## config.mk

```make
export PLATFORM = sky130hd
export DESIGN_NAME = sdram_cmd_injector
export DESIGN_NICKNAME = d
export VERILOG_FILES = /design/src/rtl/cmi_pkg.sv /design/src/rtl/cmi_mode_regs.sv /design/src/rtl/cmi_refresh_guard.sv /design/src/rtl/cmi_cmd_seq.sv /design/src/rtl/sdram_cmd_injector.sv
export SDC_FILE = /design/constraint.sdc
export NUM_CORES = 1
export LEC_CHECK = 0
export CORE_ASPECT_RATIO = 2
export CORE_MARGIN = 10
export CORE_UTILIZATION = 33
export CTS_BUF_LIST = sky130_fd_sc_hd__clkbuf_8 sky130_fd_sc_hd__clkbuf_16
export CTS_CLUSTER_DIAMETER = 150
export DETAILED_ROUTE_END_ITERATION = 6
export PLACE_DENSITY_LB_ADDON = 0.05
export REMOVE_ABC_BUFFERS = 1
export SLEW_MARGIN = 20
export SYNTH_ARGS = -nofsm -noshare
export SYNTH_HDL_FRONTEND = slang
export SYNTH_HIERARCHICAL = 1
export SYNTH_SLANG_ARGS = --single-unit
export TNS_END_PERCENT = 10
```

## constraint.sdc

```tcl
create_clock -name clk -period 2.25 [get_ports clk]
set_input_delay 0.45 -clock clk [delete_from_list [all_inputs] [get_ports clk]]
set_output_delay 0.45 -clock clk [all_outputs]
set_load 0.01 [all_outputs]
```

## src/rtl/cmi_pkg.sv

```systemverilog
// Package: shared types and command codes for the command-mode injector.
// Assumes command bus order {cs_n, ras_n, cas_n, we_n}.
package cmi_pkg;

    localparam int MODE_W = 3;

    typedef enum logic [MODE_W-1:0] {
        MD_NORMAL  = 3'd0,
        MD_NOP     = 3'd1,
        MD_PREALL  = 3'd2,
        MD_LOADMR  = 3'd3,
        MD_REFRESH = 3'd4,
        MD_EXTMR   = 3'd5,
        MD_DEEPPD  = 3'd6,
        MD_RSVD    = 3'd7
    } mode_e;

    typedef enum logic [1:0] {
        ST_IDLE  = 2'd0,
        ST_ISSUE = 2'd1,
        ST_WAKE  = 2'd2
    } seq_state_e;

    localparam logic [3:0] CMD_NOP = 4'b0111;
    localparam logic [3:0] CMD_PRE = 4'b0010;
    localparam logic [3:0] CMD_LMR = 4'b0000;
    localparam logic [3:0] CMD_REF = 4'b0001;
    localparam logic [3:0] CMD_DPD = 4'b0110;

endpackage

```

## src/rtl/cmi_mode_regs.sv

```systemverilog
// Module: cmi_mode_regs
// Holds the staged mode written by software and the active mode used for
// accesses. A staged mode becomes active when the sequencer signals that a
// write access consumed it. Assumes wr_lock is a level that blocks writes.
module cmi_mode_regs
    import cmi_pkg::*;
#(
    parameter int REG_W = 32
) (
    input  logic             clk,
    input  logic             rst_n,
    input  logic             wr_req,
    input  logic [REG_W-1:0] wr_data,
    input  logic             wr_lock,
    input  logic             access_write,
    input  logic             consume,
    output mode_e            eff_mode,
    output logic [REG_W-1:0] rd_data
);

    localparam int PAD_W = REG_W - MODE_W;

    mode_e staged_q;
    mode_e active_q;
    logic  pending_q;
    logic  wr_ok;

    assign wr_ok = wr_req && !wr_lock;

    // Stage register writes and promote the staged mode when consumed.
    always_ff @(posedge clk) begin
        if (!rst_n) begin
            staged_q  <= MD_NORMAL;
            active_q  <= MD_NORMAL;
            pending_q <= 1'b0;
        end else begin
            if (consume) begin
                active_q  <= staged_q;
                pending_q <= 1'b0;
            end
            if (wr_ok) begin
                staged_q  <= mode_e'(wr_data[MODE_W-1:0]);
                pending_q <= 1'b1;
            end
        end
    end

    // Mode seen by the current access: a pending mode only for writes.
    always_comb begin
        eff_mode = (pending_q && access_write) ? staged_q : active_q;
    end

    // Read view: mode in the low bits, zeros above.
    assign rd_data = {{PAD_W{1'b0}}, staged_q};

    p_locked_write_ignored_r2: assert property (@(posedge clk) disable iff (!rst_n)
        (wr_req && wr_lock) |=> $stable(rd_data));

    p_unlocked_write_lands_r2: assert property (@(posedge clk) disable iff (!rst_n)
        wr_ok |=> (rd_data[MODE_W-1:0] == $past(wr_data[MODE_W-1:0])));

    p_read_keeps_old_mode_r3: assert property (@(posedge clk) disable iff (!rst_n)
        (pending_q && !access_write) |-> (eff_mode == active_q));

endmodule

```

## src/rtl/cmi_refresh_guard.sv

```systemverilog
// Module: cmi_refresh_guard
// Tracks whether all banks have been precharged since the last row
// activation. Assumes set and clear never arrive in the same cycle.
module cmi_refresh_guard (
    input  logic clk,
    input  logic rst_n,
    input  logic pre_issued,
    input  logic row_opened,
    output logic precharged
);

    logic flag_q;

    // Set on precharge-all, clear on a forwarded activation.
    always_ff @(posedge clk) begin
        if (!rst_n) begin
            flag_q <= 1'b0;
        end else if (pre_issued) begin
            flag_q <= 1'b1;
        end else if (row_opened) begin
            flag_q <= 1'b0;
        end
    end

    assign precharged = flag_q;

    p_set_clear_exclusive_r8: assert property (@(posedge clk) disable iff (!rst_n)
        !(pre_issued && row_opened));

    p_flag_follows_set_r8: assert property (@(posedge clk) disable iff (!rst_n)
        pre_issued |=> precharged);

    p_flag_follows_clear_r8: assert property (@(posedge clk) disable iff (!rst_n)
        row_opened |=> !precharged);

endmodule

```

## src/rtl/cmi_cmd_seq.sv

```systemverilog
// Module: cmi_cmd_seq
// Accepts host accesses. In normal mode it forwards them; otherwise it
// issues the selected SDRAM command for one cycle, then NOP. It also handles
// deep power-down entry and the wake-up cycle. Assumes the host holds
// acc_valid stable until acc_ack.
module cmi_cmd_seq
    import cmi_pkg::*;
#(
    parameter int ADDR_W  = 13,
    parameter int BA_W    = 2,
    parameter int PRE_BIT = 10
) (
    input  logic              clk,
    input  logic              rst_n,
    input  logic              acc_valid,
    input  logic              acc_write,
    input  logic [BA_W-1:0]   acc_bank,
    input  logic [ADDR_W-1:0] acc_addr,
    input  mode_e             eff_mode,
    input  logic              pre_ok,
    input  logic              fwd_ready,
    output logic              fwd_valid,
    output logic              acc_ack,
    output logic [3:0]        cmd,
    output logic [BA_W-1:0]   cmd_ba,
    output logic [ADDR_W-1:0] cmd_addr,
    output logic              cke,
    output logic              refresh_err,
    output logic              consume,
    output logic              pre_set,
    output logic              row_open
);

    localparam logic [ADDR_W-1:0] PRE_ADDR = ADDR_W'(1) << PRE_BIT;

    seq_state_e        state_q, state_d;
    logic              dpd_q, dpd_d;
    logic [3:0]        cmd_q, cmd_d;
    logic [BA_W-1:0]   ba_q, ba_d;
    logic [ADDR_W-1:0] addr_q, addr_d;
    logic              cke_q, cke_d;
    logic              ack_q, ack_d;
    logic              err_q, err_d;

    logic idle, inject_take, wake_take, dpd_hold, fwd_hs;

    // Classify the access offered in this cycle.
    always_comb begin
        idle        = (state_q == ST_IDLE);
        inject_take = idle && acc_valid && !dpd_q && (eff_mode != MD_NORMAL);
        wake_take   = idle && acc_valid && dpd_q && (eff_mode != MD_DEEPPD);
        dpd_hold    = idle && acc_valid && dpd_q && (eff_mode == MD_DEEPPD);
        fwd_valid   = idle && acc_valid && !dpd_q && (eff_mode == MD_NORMAL);
        fwd_hs      = fwd_valid && fwd_ready;
    end

    assign consume  = acc_write && (inject_take || wake_take || fwd_hs);
    assign pre_set  = inject_take && (eff_mode == MD_PREALL);
    assign row_open = fwd_hs;

    // Choose the next command bus contents and sequencer state.
    always_comb begin
        state_d = ST_IDLE;
        dpd_d   = dpd_q;
        cmd_d   = CMD_NOP;
        ba_d    = '0;
        addr_d  = '0;
        cke_d   = cke_q;
        ack_d   = 1'b0;
        err_d   = 1'b0;
        if (wake_take) begin
            state_d = ST_WAKE;
            dpd_d   = 1'b0;
            cke_d   = 1'b1;
        end else if (dpd_hold) begin
            ack_d   = 1'b1;
        end else if (inject_take) begin
            state_d = ST_ISSUE;
            ack_d   = 1'b1;
            unique case (eff_mode)
                MD_PREALL: begin
                    cmd_d  = CMD_PRE;
                    addr_d = PRE_ADDR;
                end
                MD_LOADMR, MD_EXTMR: begin
                    cmd_d  = CMD_LMR;
                    ba_d   = acc_bank;
                    addr_d = acc_addr;
                end
                MD_REFRESH: begin
                    if (pre_ok) begin
                        cmd_d = CMD_REF;
                    end else begin
                        err_d = 1'b1;
                    end
                end
                MD_DEEPPD: begin
                    cmd_d = CMD_DPD;
                    cke_d = 1'b0;
                    dpd_d = 1'b1;
                end
                default: cmd_d = CMD_NOP;
            endcase
        end
    end

    // Register the command bus, acknowledge and state.
    always_ff @(posedge clk) begin
        if (!rst_n) begin
            state_q <= ST_IDLE;
            dpd_q   <= 1'b0;
            cmd_q   <= CMD_NOP;
            ba_q    <= '0;
            addr_q  <= '0;
            cke_q   <= 1'b1;
            ack_q   <= 1'b0;
            err_q   <= 1'b0;
        end else begin
            state_q <= state_d;
            dpd_q   <= dpd_d;
            cmd_q   <= cmd_d;
            ba_q    <= ba_d;
            addr_q  <= addr_d;
            cke_q   <= cke_d;
            ack_q   <= ack_d;
            err_q   <= err_d;
        end
    end

    assign acc_ack     = ack_q || fwd_hs;
    assign cmd         = cmd_q;
    assign cmd_ba      = ba_q;
    assign cmd_addr    = addr_q;
    assign cke         = cke_q;
    assign refresh_err = err_q;

    p_cmd_then_nop_r11: assert property (@(posedge clk) disable iff (!rst_n)
        (cmd_q != CMD_NOP) |=> (cmd_q == CMD_NOP));

    p_no_accept_after_ack_r11: assert property (@(posedge clk) disable iff (!rst_n)
        ack_q |-> !fwd_valid);

    p_refresh_needs_flag_r7: assert property (@(posedge clk) disable iff (!rst_n)
        (cmd_q == CMD_REF) |-> $past(pre_ok));

    p_err_single_pulse_r7: assert property (@(posedge clk) disable iff (!rst_n)
        err_q |=> !err_q);

    p_forward_is_quiet_r4: assert property (@(posedge clk) disable iff (!rst_n)
        fwd_valid |-> (cmd_q == CMD_NOP) && cke_q);

    p_wake_cycle_r10: assert property (@(posedge clk) disable iff (!rst_n)
        (state_q == ST_WAKE) |-> (cke_q && !acc_ack && (cmd_q == CMD_NOP)));

    p_dpd_enter_r9: assert property (@(posedge clk) disable iff (!rst_n)
        (cmd_q == CMD_DPD) |-> !cke_q);

endmodule

```

## src/rtl/sdram_cmd_injector.sv

```systemverilog
// Module: sdram_cmd_injector
// Top level: a write-protectable mode register, a precharge tracker and a
// command sequencer that turns host accesses into SDRAM commands or forwards
// them to the normal path. Assumes a single clock and synchronous reset.
module sdram_cmd_injector
    import cmi_pkg::*;
#(
    parameter int REG_W   = 32,
    parameter int ADDR_W  = 13,
    parameter int BA_W    = 2,
    parameter int PRE_BIT = 10
) (
    input  logic              clk,
    input  logic              rst_n,
    input  logic              reg_wr,
    input  logic [REG_W-1:0]  reg_wdata,
    input  logic              reg_wp,
    output logic [REG_W-1:0]  reg_rdata,
    input  logic              acc_valid,
    input  logic              acc_write,
    input  logic [BA_W-1:0]   acc_bank,
    input  logic [ADDR_W-1:0] acc_addr,
    output logic              acc_ack,
    output logic              fwd_valid,
    output logic              fwd_write,
    output logic [BA_W-1:0]   fwd_bank,
    output logic [ADDR_W-1:0] fwd_addr,
    input  logic              fwd_ready,
    output logic              sd_cs_n,
    output logic              sd_ras_n,
    output logic              sd_cas_n,
    output logic              sd_we_n,
    output logic              sd_cke,
    output logic [BA_W-1:0]   sd_ba,
    output logic [ADDR_W-1:0] sd_addr,
    output logic              refresh_err
);

    mode_e      eff_mode;
    logic       consume, pre_set, row_open, precharged;
    logic [3:0] cmd;

    cmi_mode_regs #(.REG_W(REG_W)) u_regs (
        .clk          (clk),
        .rst_n        (rst_n),
        .wr_req       (reg_wr),
        .wr_data      (reg_wdata),
        .wr_lock      (reg_wp),
        .access_write (acc_write),
        .consume      (consume),
        .eff_mode     (eff_mode),
        .rd_data      (reg_rdata)
    );

    cmi_refresh_guard u_guard (
        .clk        (clk),
        .rst_n      (rst_n),
        .pre_issued (pre_set),
        .row_opened (row_open),
        .precharged (precharged)
    );

    cmi_cmd_seq #(.ADDR_W(ADDR_W), .BA_W(BA_W), .PRE_BIT(PRE_BIT)) u_seq (
        .clk         (clk),
        .rst_n       (rst_n),
        .acc_valid   (acc_valid),
        .acc_write   (acc_write),
        .acc_bank    (acc_bank),
        .acc_addr    (acc_addr),
        .eff_mode    (eff_mode),
        .pre_ok      (precharged),
        .fwd_ready   (fwd_ready),
        .fwd_valid   (fwd_valid),
        .acc_ack     (acc_ack),
        .cmd         (cmd),
        .cmd_ba      (sd_ba),
        .cmd_addr    (sd_addr),
        .cke         (sd_cke),
        .refresh_err (refresh_err),
        .consume     (consume),
        .pre_set     (pre_set),
        .row_open    (row_open)
    );

    // Pass the access fields straight through to the normal path.
    assign fwd_write = acc_write;
    assign fwd_bank  = acc_bank;
    assign fwd_addr  = acc_addr;

    // Split the command code onto the individual strobes.
    assign {sd_cs_n, sd_ras_n, sd_cas_n, sd_we_n} = cmd;

    p_powered_down_no_forward_r9: assert property (@(posedge clk) disable iff (!rst_n)
        (!sd_cke && $past(!sd_cke)) |-> !fwd_valid);

    p_precharge_addr_r6: assert property (@(posedge clk) disable iff (!rst_n)
        (cmd == CMD_PRE) |-> (sd_addr[PRE_BIT] && ($countones(sd_addr) == 1) && (sd_ba == '0)));

endmodule

```

# == Word level (Yosys, flattened, before mapping) ==
# Cells that the tools add are included.
# classes
n_eq_ne,6
mux,14
n_bitwise,5
n_reduce_logical,29
# ops
operator,count
13-bit case mux with 2 select lines,1
4-bit case mux with 4 select lines,1
1-bit logical AND,12
5-bit OR reduction,2
"3-bit equality test, second input constant",3
1-bit two-way mux,8
"3-bit by 2-bit equality test with 1-bit output, second input constant",2
3-bit two-way mux,2
1-bit NOT,5
2-bit two-way mux,2
2-bit nonzero test,2
2-bit OR reduction,2
4-bit OR reduction,1
3-bit logical NOT,1
1-bit logical OR,3
"3-bit != test, second input constant",1
3-bit AND reduction,1
3-bit nonzero test,1
3-bit OR reduction,1
1-bit logical NOT,2
2-bit logical NOT,1
# word_totals
ff_bits,33
inputBits,54
output_inout_bits,71
elab_cells,67

# == Logic depth before layout (Yosys ltp) ==
# Gate-level depths: netlist of run 1.
# depth
depth_word,9
ltp_mapped,8
ltp_nobuf,7

# == Modules after synthesis ==
# The synthesis of run 1 kept the hierarchy.
# modules_own_cells
mod,n_inst,cells_each,area_per_inst_um2,seq_area_each_um2
cmi_cmd_seq,1,82,863.3,480.5
cmi_mode_regs,1,60,535.5,140.1
sdram_cmd_injector,1,16,120.1,0.0
cmi_refresh_guard,1,3,41.3,20.0

# == Worst setup path after synthesis of run 1 ==
# Ideal clock, no wire load.
# synth_timing
path_type,input port to output port
from,input acc_write
to,output acc_ack
arrival_ns,1.705
t_required_ns,1.800
setup_slack_ns,0.095
path_stages,6
n_path_buf,1
path_cell_list,nand2_2 > mux2_2 > clkbuf_1 > nor3_1 > and3_1 > or2_2
# synth_between
elab_chain_cells,6
# synth_rtl
element,line,text
"start, declared",sdram_cmd_injector.sv:20,"input logic acc_write,"
1-bit logical AND,cmi_mode_regs.sv:50,eff_mode = (pending_q && access_write) ? staged_q : active_q;
3-bit two-way mux,cmi_mode_regs.sv:50,
named net eff_mode[0],sdram_cmd_injector.sv:39,mode_e eff_mode;
3-bit logical NOT,cmi_cmd_seq.sv:53,fwd_valid = idle && acc_valid && !dpd_q && (eff_mode == MD_NORMAL);
1-bit logical AND,cmi_cmd_seq.sv:53,
1-bit logical AND,cmi_cmd_seq.sv:54,fwd_hs = fwd_valid && fwd_ready;
named net row_open,sdram_cmd_injector.sv:40,"logic consume, pre_set, row_open, precharged;"
1-bit logical OR,cmi_cmd_seq.sv:130,assign acc_ack = ack_q || fwd_hs;
"end, declared",sdram_cmd_injector.sv:23,"output logic acc_ack,"
# The timed path passes the listed nets, and every way through them passes these cells.

# == Worst setup path in the final report of run 1 ==
# layout_timing
from,register u_regs.pending_q
to,output acc_ack
# layout_between
elab_chain_cells,6
# layout_rtl
element,line,text
"start, declared",cmi_mode_regs.sv:25,logic pending_q;
"start signal, assigned",cmi_mode_regs.sv:35,pending_q <= 1'b0;
"start signal, assigned",cmi_mode_regs.sv:39,pending_q <= 1'b0;
"start signal, assigned",cmi_mode_regs.sv:43,pending_q <= 1'b1;
1-bit logical AND,cmi_mode_regs.sv:50,
3-bit two-way mux,cmi_mode_regs.sv:50,
named net eff_mode[2],sdram_cmd_injector.sv:39,
3-bit logical NOT,cmi_cmd_seq.sv:53,
1-bit logical AND,cmi_cmd_seq.sv:53,
1-bit logical AND,cmi_cmd_seq.sv:54,
named net row_open,sdram_cmd_injector.sv:40,
1-bit logical OR,cmi_cmd_seq.sv:130,
# The timed path passes the listed nets, and every way through them passes these cells.

==> results.cfg, run 1 <==
[logic_synthesis]
synth.most_common_cell = buf_4
synth_compound_area_frac = 0.0457
synth_edf_count = 0
synth.area.top_cells = dfxtp_1 (41%), buf_4 (22%), and2_1 (6.8%)
ys_ff_latch = 32
synth_ff_type = dfxtp_1
yosysWarnings = 6
synth_common_cells = buf_4 (46), dfxtp_1 (32), and2_1 (17)
synth_fa_ha_area_frac = 0
synth_xor_area_frac = 0.00561
syn_inst = 161
synthMuxAreaShare = 0.0730
synthSimpleGateAreaFrac = 0.224
avgSynthCellArea_um2 = 9.69
yosysTopAreaCellShare = 0.411
syn_area_um2 = 1560
synthDistinctLibCells = 32
ys_seq_area_frac = 0.411
async_flop_share = 0
synth_top_family_by_area = buffers and inverters
yosys.area.top_type = dfxtp_1

[finish]
finish.utilization = 0.491
fill_cells = 464
diodes = 0
nets = 281
area_growth_pct = 44.6
drive_gt1_frac = 0.158
final_cells = 283

[clock_tree]
htreeDepth = 2
cts-root-buf = clkbuf_8
numCtsBuffers = 5
cts_max_path_buffers = 2
clock-sinks = 32
cts_tree = built
clk_latency_ns = 0.28
clk_pin_slew_worst_paths_ns = 0.07

[worst_setup_path]
cp_slowest_stage_delay_ns = 0.34
reg2regPathDepth = 8
cp.depth = 6
critical_path_class = reg -> out
crit_arrival_ns = 1.69
slowest_stage = dfxtp_1
crit_family = simple AND/OR/NAND/NOR gates
start_kind = register
crit_chain = nand2_2, mux2_4, nor3_4, and3_4, or2_2, buf_2
worst-path-buf-inv = 1
required_ns = 1.80
cp-end-kind = output port
worst-path-max-fanout = 3

[timing]
rsz0062_at_grt = false
max_freq_mhz = 468
setup_viol = 0
post-route-period-util = 0.951
finalHoldViolations = 0
fin_ws_ns = 0.111
period_minus_slack_ns = 2.14
drv_slew = 0
skew_ns = 0.00846

[global_route]
grt_pass1_vias = 1359
grt_pass1_wl_um = 6730
grt_max_degree = 15
grt_overflow = 0
grt_use_total = 0.113
antenna_found_initial = 0

[floorplanning]
die_x_um = 68.6
die_y_um = 117
start_util = 0.339
num_io_pins = 125
rows = 35
placeableCoreArea_um2 = 4600
die_area_um2 = 8050

[power]
combPwrFrac = 0.146
internal_power_w = 0.00100
vdd_drop_max_uv = 457
netSwitchingPower_w = 0.000296
sequentialPowerShare = 0.445
p_clk_frac = 0.409
sw_frac_of_total = 0.229
powerDensity_nw_per_um2 = 574
leakage_nw = 0.982

[routing]
first_iter_violations = 23
vias_per_cell = 4.22
wl_per_cell_um = 15.4
final_antenna_net_count = 0
vias = 1194
routed_wirelength_um = 4370
firstDrtPassIters = 4
drc = 0

[run]
maxCapViolations = 0

[worst_hold_path]
min_path_type = reg -> reg
hold_depth = 2

[place]
portBuffers = 65
place_ws_ns = -0.693
gp_congestion = 0.754
dp.cells = 273
dp_hpwl_um = 3670

[status]
status = completed
-- through the flow --
stage / setup TNS, ns / total power [W] / hold slack [ns] / cell area [um2]
after floorplan: 0 / 0.000648 / 0.477 / 1300
after global placement: -3.11 / 0.000770 / 0.484 / 2120
after detailed placement: -4.07 / 0.000771 / 0.506 / 2120
after CTS: 0 / 0.00131 / 0.520 / 2240
after global routing: 0 / 0.00136 / 0.552 / 2260
final: 0 / 0.00130 / 0.509 / 2260
-- worst reg2reg max path: stages, from the launching register on --
cell	delay, ns
dfxtp_1	0.34
nand2_2	0.10
mux2_4	0.33
buf_4	0.15
and3b_1	0.19
a22oi_1	0.17
and3_1	0.31
mux2i_1	0.21
nor2b_1	0.05
-- power by group through the flow --
stage           logic, W  registers (W)  clock network, W
2_1_floorplan  0.0000573       0.000590                 0
3_3_place_gp    0.000180       0.000589                 0
3_5_place_dp    0.000182       0.000590                 0
4_1_cts         0.000184       0.000577          0.000550
5_1_grt         0.000204       0.000577          0.000581
6_report        0.000189       0.000577          0.000530
-- kinds of logic after synthesis --
logic type,Yosys count
AND/OR/NAND/NOR,55
flip-flops,32
other,2
buffers and inverters,50
multiplexers,11
AO/OA/AOI/OAI,10
XOR/XNOR,1
-- layer usage --
| layer | part of all wire | GRT usage |
|---|---|---|
| met4 | 0.011 | 0.0459 |
| met1 | 0.29 | 0.0953 |
| met3 | 0.095 | 0.0610 |
| met5 | 0 | 0 |
| met2 | 0.60 | 0.206 |
-- cell usage in the layout (no fill, tap or decap), types with 2 or more instances in the layout --
cell             count
conb_1              30
inv_1                2
nor2b_1              8
dfxtp_1             32
and2_1              17
nand2_1              9
o21ai_0              2
mux2_4               3
buf_4               14
a21oi_1              2
nor2b_4              2
o21a_1               2
and3_1               4
nor2_1               4
clkdlybuf4s50_1     62
clkbuf_8             5
mux2i_1              8
buf_2                2
-- worst paths after layout --
| kind | start | end | slack, ns |
|---|---|---|---|
| setup / recovery | u_regs/pending_q | acc_ack | 0.11 |
| hold / removal | u_regs/staged_q[1] | u_regs/staged_q[1] | 0.51 |
| setup reg to reg | u_regs/pending_q | u_regs/active_q[0] | 0.27 |
| hold reg to reg | u_regs/staged_q[1] | u_regs/staged_q[1] | 0.51 |
-- registers in the layout (all words and copies together) (netlist names) --
signal and count:
u_seq/cmd_addr 13, u_seq/cmd 3, u_seq/cmd_ba 2, u_seq/refresh_err 1
u_regs/active_q 3, u_seq/cke 1, u_seq/state_q 2, u_regs/pending_q 1
u_seq/ack_q 1, u_seq/dpd_q 1, u_regs/staged_q 3, u_guard/precharged 1
-- final cells by class --
cell class,count,area [um2],share of cell area
tap,55,68.8,0.0305
multi-input combinational,107,683,0.303
clock inverter,3,38.8,0.0172
sequential,32,641,0.284
timing repair buffer,80,752,0.333
clock buffer,5,68.8,0.0305
inverter,1,3.75,0.00166
-- timing repair --
| action | CTS | global route |
|---|---|---|
| gates resized for setup | 14 | 4 |
| pin swaps | 3 | 3 |
| endpoints found under the setup margin | 6 | 1 |
| hold buffers | 0 | 0 |
| setup buffers | 1 | 1 |
| hold endpoints to repair | 0 | 0 |
(Power assumes the default switching activity.)
==> run 2, diff against run 1 <==
--- a/config.mk
+++ b/config.mk
@@ -11,7 +11,7 @@
 export CTS_BUF_LIST = sky130_fd_sc_hd__clkbuf_8 sky130_fd_sc_hd__clkbuf_16
 export CTS_CLUSTER_DIAMETER = 150
 export DETAILED_ROUTE_END_ITERATION = 6
-export PLACE_DENSITY_LB_ADDON = 0.05
+export PLACE_DENSITY = 0.93
 export REMOVE_ABC_BUFFERS = 1
 export SLEW_MARGIN = 20
 export SYNTH_ARGS = -nofsm -noshare
==> constraint.sdc (replaced) <==
create_clock -name clk -period 2.25 [get_ports clk]
set_input_delay 0.45 -clock clk [delete_from_list [all_inputs] [get_ports clk]]
set_output_delay 0.45 -clock clk [all_outputs]
set_load 0.02 [all_outputs]
==> results.cfg, run 2 (synthesis results as in run 1) <==
[floorplanning]
start_util = 0.339
placeableCoreArea_um2 = 4600
die_y_um = 117
die_x_um = 68.6
num_io_pins = 125
rows = 35
die_area_um2 = 8050

[finish]
finish.utilization = 0.490
layout_common_cells = clkdlybuf4s50_1 (62), dfxtp_1 (32), conb_1 (30), buf_4 (17), and2_1 (17)
area_growth_pct = 44.3
drive_gt1_frac = 0.170
largest_reg_flops = 13
final_common_cell = clkdlybuf4s50_1
diodes = 0
final_area_um2 = 2250
nets = 283
fill_cells = 442

[worst_setup_path]
reg2reg_from = u_regs/pending_q
crit_arrival_ns = 1.70
cp-startpoint = u_regs/pending_q
rr_endpoint = u_regs/active_q[1]
cp-end-kind = output port
start_kind = register
critical_path.endpoint = acc_ack
required_ns = 1.80
worst-path-max-fanout = 3
critical_path_class = reg -> out
ff2ff_setup_slack_ns = 0.34
reg2regPathDepth = 8

[routing]
first_iter_violations = 29
drc = 0
final_antenna_net_count = 0
wl_per_cell_um = 14.0
firstDrtPassIters = 4
vias = 1174
routed_wirelength_um = 4000
vias_per_cell = 4.12

[place]
dp_hpwl_um = 3380
gp_congestion = 0.742
dpl_cell_area_um2 = 2130
portBuffers = 65

[global_route]
grt_pass1_wl_um = 5700
antenna_found_initial = 0
grt_use_total = 0.0940
grt_max_degree = 15
grt_overflow = 0
grt_pass1_vias = 1269

[clock_tree]
clk_latency_ns = 0.28
hold_buffers = 0
clk_pin_slew_worst_paths_ns = 0.06
htreeDepth = 2
numCtsBuffers = 5
clock-sinks = 32
cts_max_path_buffers = 2
cts_tree = built
cts-root-buf = clkbuf_8

[timing]
finalHoldViolations = 0
skew_ns = 0.00472
drv_slew = 0
max_freq_mhz = 464
post-route-period-util = 0.958
rsz0062_at_grt = false
period_minus_slack_ns = 2.15
setup_viol = 0

[worst_hold_path]
min_path_type = reg -> reg

[power]
leakage_nw = 0.977
powerDensity_nw_per_um2 = 551
vdd_drop_max_uv = 398

[status]
status = completed

[run]
maxCapViolations = 0
run 2: cell count changes in the layout (fill, tap and decap cells not counted), sizes merged:
cell / before / now
clkbuf: 6 / 7
clkinv: 1 / 2
buf: 17 / 19
inv: 2 / 1
bufinv: 1 / 0
run 2: worst max-delay path, cell delays in order, from the launching register on:
cell and delay, ns:
dfxtp_1 0.33, nand2_2 0.09, mux2_4 0.32, nor3_2 0.16, buf_4 0.14, and3_4 0.18
or2_2 0.10, buf_6 0.11
run 2: layer usage:
metal	vias to the layer above	routed length (um)	GRT usage
li1	580	-	-
met1	529	1280	0.0823
met5	-	0	0
met2	60	2230	0.174
met3	5	439	0.0467
met4	0	47	0.0324
run 2: timing repair:
item,CTS,global route
gates resized for setup,15,3
pin swaps,1,2
endpoints found under the setup margin,2,1
buffers inserted,1,1
run 2: layout make-up:
cell class              instances  area [um2]  share of cell area
clock buffers                   6        82.6              0.0367
clock inverters                 2        10.0             0.00444
inverters                       1        3.75             0.00167
multi-input cells             107         677               0.301
flip-flops and latches         32         641               0.284
well taps                      55        68.8              0.0306
repair buffers                 82         769               0.342
run 2: worst min path at each step:
stage / depth (start not counted) / to / start / slack, ns
6_report: 2 / u_regs/active_q[2] / u_regs/active_q[2] / 0.53
4_1_cts: 2 / u_regs/active_q[2] / u_regs/active_q[2] / 0.53
2_1_floorplan: 2 / u_regs/active_q[0] / u_regs/active_q[0] / 0.48
3_3_place_gp: 2 / u_regs/active_q[1] / u_regs/active_q[1] / 0.50
5_1_grt: 2 / u_regs/active_q[2] / u_regs/active_q[2] / 0.55
3_5_place_dp: 2 / u_regs/active_q[2] / u_regs/active_q[2] / 0.51
run 2: stage by stage:
stage               power, W  instances  worst slack [ns]  hold slack [ns]  setup TNS (ns)
finish               0.00124        285            0.0955            0.529               0
CTS                  0.00125        284           -0.0244            0.531         -0.0244
floorplan           0.000674        140             0.126            0.477               0
detailed placement  0.000811        275            -0.776            0.512           -3.74
global route         0.00129        285           0.00258            0.553               0
global placement    0.000808        275            -0.746            0.501           -2.98
run 2: where the power goes:
part           internal (W)  leakage (nW)  switching [W]
Combinational      0.000106         0.668       0.000123
Sequential         0.000573         0.259     0.00000329
Clock              0.000243        0.0510       0.000193
Total              0.000922         0.977       0.000320
==> run 3, diff against run 2 <==
--- a/config.mk
+++ b/config.mk
@@ -13,7 +13,7 @@
 export DETAILED_ROUTE_END_ITERATION = 6
 export PLACE_DENSITY = 0.93
 export REMOVE_ABC_BUFFERS = 1
-export SLEW_MARGIN = 20
+export SLEW_MARGIN = 30
 export SYNTH_ARGS = -nofsm -noshare
 export SYNTH_HDL_FRONTEND = slang
 export SYNTH_HIERARCHICAL = 1
==> results of run 3 <==
No change in the layout: final DEF, timing and power equal those of run 2.
